File: config.mk
export PLATFORM = sky130hd
export DESIGN_NAME = ripple_mag_cmp
export DESIGN_NICKNAME = d
export VERILOG_FILES = /design/src/rtl/cmp_pkg.sv /design/src/rtl/cmp_slice.sv /design/src/rtl/cmp_ripple_chain.sv /design/src/rtl/ripple_mag_cmp.sv
export SDC_FILE = /design/constraint.sdc
export NUM_CORES = 1
export LEC_CHECK = 0
export BUFFER_PORTS_ARGS = -buffer_cell sky130_fd_sc_hd__buf_2
export CAP_MARGIN = 20
export CORE_AREA = 5 5 42 44
export DETAILED_ROUTE_END_ITERATION = 10
export DIE_AREA = 0 0 47 49
export PLACE_DENSITY_LB_ADDON = 0.08
export SLEW_MARGIN = 20
export SYNTH_ARGS = -nofsm -noshare
export SYNTH_HDL_FRONTEND = slang
export SYNTH_SLANG_ARGS = --single-unit
export TNS_END_PERCENT = 5
File: constraint.sdc
create_clock -name vclk -period 1.3
set_input_delay 0.26 -clock vclk [all_inputs]
set_output_delay 0.26 -clock vclk [all_outputs]
set_load 0.02 [all_outputs]
File: src/rtl/cmp_pkg.sv
package cmp_pkg;

    // Pair of ordering flags passed from one slice to the next.
    typedef struct packed {
        logic gt;
        logic lt;
    } cmp_flags_t;

endpackage

File: src/rtl/cmp_slice.sv
module cmp_slice
    import cmp_pkg::*;
(
    input  logic       x_i,
    input  logic       y_i,
    input  cmp_flags_t fl_in,
    output cmp_flags_t fl_out
);

    logic       bit_match;
    cmp_flags_t fl_d;

    always_comb begin
        // XNOR equality of the local bit pair
        bit_match = ~(x_i ^ y_i);
        fl_d.gt   = (x_i & ~y_i) | (bit_match & fl_in.gt);
        fl_d.lt   = (~x_i & y_i) | (bit_match & fl_in.lt);
    end

    assign fl_out = fl_d;

endmodule

File: src/rtl/cmp_ripple_chain.sv
module cmp_ripple_chain
    import cmp_pkg::*;
#(
    parameter int DEPTH = 3
) (
    input  logic [DEPTH-1:0] x_i,
    input  logic [DEPTH-1:0] y_i,
    input  cmp_flags_t       fl_in,
    output cmp_flags_t       fl_out
);

    cmp_flags_t link [DEPTH+1];

    assign link[0] = fl_in;

    for (genvar g = 0; g < DEPTH; g++) begin : g_stage
        cmp_slice u_slice (
            .x_i    (x_i[g]),
            .y_i    (y_i[g]),
            .fl_in  (link[g]),
            .fl_out (link[g+1])
        );
    end

    assign fl_out = link[DEPTH];

endmodule

File: src/rtl/ripple_mag_cmp.sv
module ripple_mag_cmp
    import cmp_pkg::*;
#(
    parameter int WIDTH = 4
) (
    input  logic [WIDTH-1:0] a_i,
    input  logic [WIDTH-1:0] b_i,
    input  logic             gt_cin,
    input  logic             lt_cin,
    output logic             ugt_o,
    output logic             eq_o,
    output logic             ult_o,
    output logic             sgt_o,
    output logic             slt_o
);

    localparam int MSB = WIDTH - 1;

    cmp_flags_t ext_d;
    cmp_flags_t low_d;
    cmp_flags_t uns_d;
    cmp_flags_t sgn_d;

    assign ext_d.gt = gt_cin;
    assign ext_d.lt = lt_cin;

    if (WIDTH > 1) begin : g_lower
        cmp_ripple_chain #(.DEPTH(MSB)) u_chain (
            .x_i    (a_i[MSB-1:0]),
            .y_i    (b_i[MSB-1:0]),
            .fl_in  (ext_d),
            .fl_out (low_d)
        );
    end else begin : g_no_lower
        assign low_d = ext_d;
    end

    // Top slice, unsigned reading of the sign bit
    cmp_slice u_top_uns (
        .x_i    (a_i[MSB]),
        .y_i    (b_i[MSB]),
        .fl_in  (low_d),
        .fl_out (uns_d)
    );

    // Top slice with operand bits exchanged: a set sign bit ranks lower
    cmp_slice u_top_sgn (
        .x_i    (b_i[MSB]),
        .y_i    (a_i[MSB]),
        .fl_in  (low_d),
        .fl_out (sgn_d)
    );

    always_comb begin
        ugt_o = uns_d.gt;
        ult_o = uns_d.lt;
        eq_o  = ~uns_d.gt & ~uns_d.lt;
        sgt_o = sgn_d.gt;
        slt_o = sgn_d.lt;
    end

endmodule

**Word-level counts from Yosys, hierarchy flattened**

Cells that the tools add are included.

- Register bits: 0
- Bits in latches: 0
- RAM bits: 0
- ROM bits: 0
- Memories kept: 0

- $add $sub $neg: 0
- Multipliers: 0
- Div/mod/pow operators: 0
- $lt $le $gt $ge: 0
- Equal/unequal tests: 0
- Shift-type cells: 0
- Mux-type cells: 0
- Bitwise logic cells: 45
- Reductions and logical operators: 0

Operators with widths:

| operator | count |
|---|---|
| 1-bit bitwise AND | 17 |
| 1-bit inverter | 14 |
| 1-bit OR | 10 |
| 1-bit bitwise XOR | 4 |

**Longest topological paths before layout**

- Word-level depth: 12
- Depth in mapped cells: 5
- Gate-level depth less buffers: 5

**By module**

Synthesis repeated with hierarchy kept, for this count alone.

- Cell total of the unflattened synthesis: 31
- Area, all modules: 241.5 sq um

Modules (own cells, without submodules):

| module | times used | cells an instance | area each (sq um) | seq. area each (sq um) |
|---|---|---|---|---|
| cmp_slice | 5 | 6 | 47.5 | 0.0 |
| ripple_mag_cmp | 1 | 1 | 3.8 | 0.0 |

**Least setup slack after synthesis**

Ideal clock, no wire load.

- Kind: input to output
- Start: in a_i[2]
- End: out eq_o
- Data arrival time: 1308 ps
- Data required time: 1040 ps
- Path slack: -268 ps
- Stages on the path: 5
- Buffers on the path: 0
- Cell sequence: inv_1 ha_1 a21oi_2 o22ai_2 nor4_2

- Longest elaborated chain between the ends: 8
- Elaborated cells on any way between the ends: 16
- Classes of those cells: bitwise: 16

RTL lines:

| element | line | source |
|---|---|---|
| start, declared | ripple_mag_cmp.sv:6 | `input logic [WIDTH-1:0] a_i,` |
| 1-bit bitwise XOR | cmp_slice.sv:15 | `bit_match = ~(x_i ^ y_i);` |
| 1-bit inverter | cmp_slice.sv:15 |  |
| 1-bit bitwise AND (on tied branches) | cmp_slice.sv:16, cmp_slice.sv:17 |  |
| 1-bit OR (on tied branches) | cmp_slice.sv:16, cmp_slice.sv:17 |  |
| 1-bit bitwise AND (on tied branches) | cmp_slice.sv:16, cmp_slice.sv:17 |  |
| 1-bit OR (on tied branches) | cmp_slice.sv:16, cmp_slice.sv:17 |  |
| 1-bit inverter | ripple_mag_cmp.sv:57 | `eq_o = ~uns_d.gt & ~uns_d.lt;` |
| 1-bit bitwise AND (*) | ripple_mag_cmp.sv:57 |  |
| end, declared | ripple_mag_cmp.sv:11 | `output logic eq_o,` |

Every way passes the cells marked *; elsewhere a longest branch is shown, timed or not.

**Final worst setup path**

- Start: in b_i[2]
- End: out eq_o

- Longest elaborated chain between the ends: 8
- Elaborated cells on any way between the ends: 16
- Classes of those cells: bitwise: 16

RTL lines:

| element | line | source |
|---|---|---|
| start, declared | ripple_mag_cmp.sv:7 | `input logic [WIDTH-1:0] b_i,` |
| 1-bit bitwise XOR | cmp_slice.sv:15 |  |
| 1-bit inverter | cmp_slice.sv:15 |  |
| 1-bit bitwise AND (on tied branches) | cmp_slice.sv:16, cmp_slice.sv:17 |  |
| 1-bit OR (on tied branches) | cmp_slice.sv:16, cmp_slice.sv:17 |  |
| 1-bit bitwise AND (on tied branches) | cmp_slice.sv:16, cmp_slice.sv:17 |  |
| 1-bit OR (on tied branches) | cmp_slice.sv:16, cmp_slice.sv:17 |  |
| 1-bit inverter | ripple_mag_cmp.sv:57 |  |
| 1-bit bitwise AND (*) | ripple_mag_cmp.sv:57 |  |

Marked as above.

==> flow_summary.ini <==
[timing]
worst_slack_ns = -0.219
hold_ws_ns = 0.959
min_period_over_period_pct = 117
relSlewSlack_pct = 87.4
rsz0062_at_grt = yes
min_period_ns = 1.52
drv_slew = 0
worst_slew_pin_slew_ns = 0.189
max_freq_mhz = 658
finalSetupViolCount = 5
finalHoldViolations = 0

[setup_path]
crit_chain = buf_2, ha_4, a21oi_4, o22ai_4, nor4_4, buf_4
end_kind = output pin
required_ns = 1.04
arrival_ns = 1.26
slowest_stage = ha_4
worst-setup-path-type = primary input to output pin
startpoint = b_i[2]
crit_path_start_kind = primary input
critPathMaxFanout = 3
slowest_delay_ns = 0.27

[drt]
wire_per_inst_um = 9.18
drt_wl_total_um = 560
dr.pass1.iters = 1
drc = 0
drt_iter0_markers = 0
via_per_inst = 3.89
via_count = 237
ant_nets = 0

[pwr]
p_per_area_nw_per_um2 = 493
total_power_uw = 234
leakage_uw = 0.000221
peakVddDrop_mv = 0.180

[placement]
gp_congestion = 0.670
dpl_worst_slack_ns = -0.262
io_buffer_count = 15
post-place-cells = 61

[floorplan]
die_x_um = 47
ioPinCount = 15
core_area_sq_um = 1400
die_y_um = 49
die_area_sq_um = 2300
initial_core_util_pct = 16.1
std_cell_rows = 14

[synthesis]
yosysWarnings = 0
synthesis.area_sq_um = 225
syn_avg_cell_area_sq_um = 7.77
syn_nets = 47
synth_top_area_share_pct = 44.4
yosysUniqueCellTypes = 8
synth_area_leaders = ha_1, inv_1, o22ai_2
yosys.area.top_type = ha_1
syn_inst = 29
synth-seq-area-share_pct = 0

[cells_and_area]
clkbuf_count = 0
diodes = 0
fillCellCount = 154
final_cell_mix = buf_2, inv_1, ha_1
seq_cells = 0
seqCellArea_sq_um = 0
drive_gt1_share_pct = 68.9
layoutNonFillerInstCount = 61
nets = 65
syn_to_final_growth_pct = 111
final_common_cell = buf_2

[run_status]
violations = negative setup slack
status = finished, violations left

[global_routing]
grt_max_degree = 4
grtUsageTotal_pct = 5.61
antenna_found_initial = 0
grt_pass1_vias = 236
grt_pass1_wl_um = 1030
grt-ovfl-total = 0

[min_path]
hp-class = primary input to output pin
hp-start = b_i[3]

[flow_run]
cap_violations = 0

[clock_network]
holdBufCountCts = 0
cts_setup_buffers = 0
==> cell families (layout without fill, tap and decap cells) <==
kind of cell | after synthesis | in the layout | share of synthesized area [%]
AND/OR/NAND/NOR | 6 | 6 | 18.9
AO/OA/AOI/OAI | 6 | 6 | 21.7
buffers and inverters | 9 | 25 | 15.0
adder cells (fa/ha/maj) | 8 | 8 | 44.4
==> layer usage <==
layer | global-route usage (%) | share of wire [%]
met1 | 8.04 | 36
met2 | 9.73 | 54
met3 | 0 | 8.9
met4 | 0 | 0
met5 | 0 | 0
==> power breakdown <==
part / internal (uW) / leakage (uW) / switching [uW]
Clock: 0 / 0 / 0
Combinational: 118 / 0.000221 / 116
Sequential: 0 / 0 / 0
Total: 118 / 0.000221 / 116
==> worst max-delay path, delay by kind of cell <==
family | cells | cell delay [ns]
and+or+nand+nor | 1 | 0.20
AOI/OAI and AO/OA | 2 | 0.23
adders and majority gates | 1 | 0.27
buffers and inverters | 2 | 0.30
==> worst paths after layout <==
path,endpoint,cells past startpoint
worst min-delay path,eq_o,4
worst max-delay path,eq_o,6
==> metrics by stage <==
stage / cell area, sq um / util, % / TNS (ns)
after floorplan: 287 / - / -0.165
after global placement: 389 / 27.8 / -1.18
after detailed placement: 389 / 27.8 / -1.27
after CTS: 454 / 32.4 / -1.16
after global routing: 475 / 33.9 / -1.30
final: 475 / 33.9 / -1.03
==> final cells by class <==
type                       instances  area (sq um)  area share [%]
multi-input combinational         20           307            64.5
timing repair buffer              16           113            23.7
inverter                           9          36.3            7.63
tap                               16          20.0            4.21
==> synthesized netlist by cell type <==
cell type / instances
nor4_2: 1
or2_1: 4
inv_1: 9
ha_1: 8
nand3_1: 1
a21oi_2: 1
a21oi_1: 3
o22ai_2: 2
==> repair_timing <==
| item | 4_1_cts | 5_1_grt |
|---|---|---|
| pin swaps | 3 | 1 |
| hold endpoints to repair | 0 | 0 |
| endpoints found under the setup margin | 5 | 5 |
| resized for setup | 11 | 7 |
| cloned | 0 | 0 |
(Power assumes the default switching activity.)
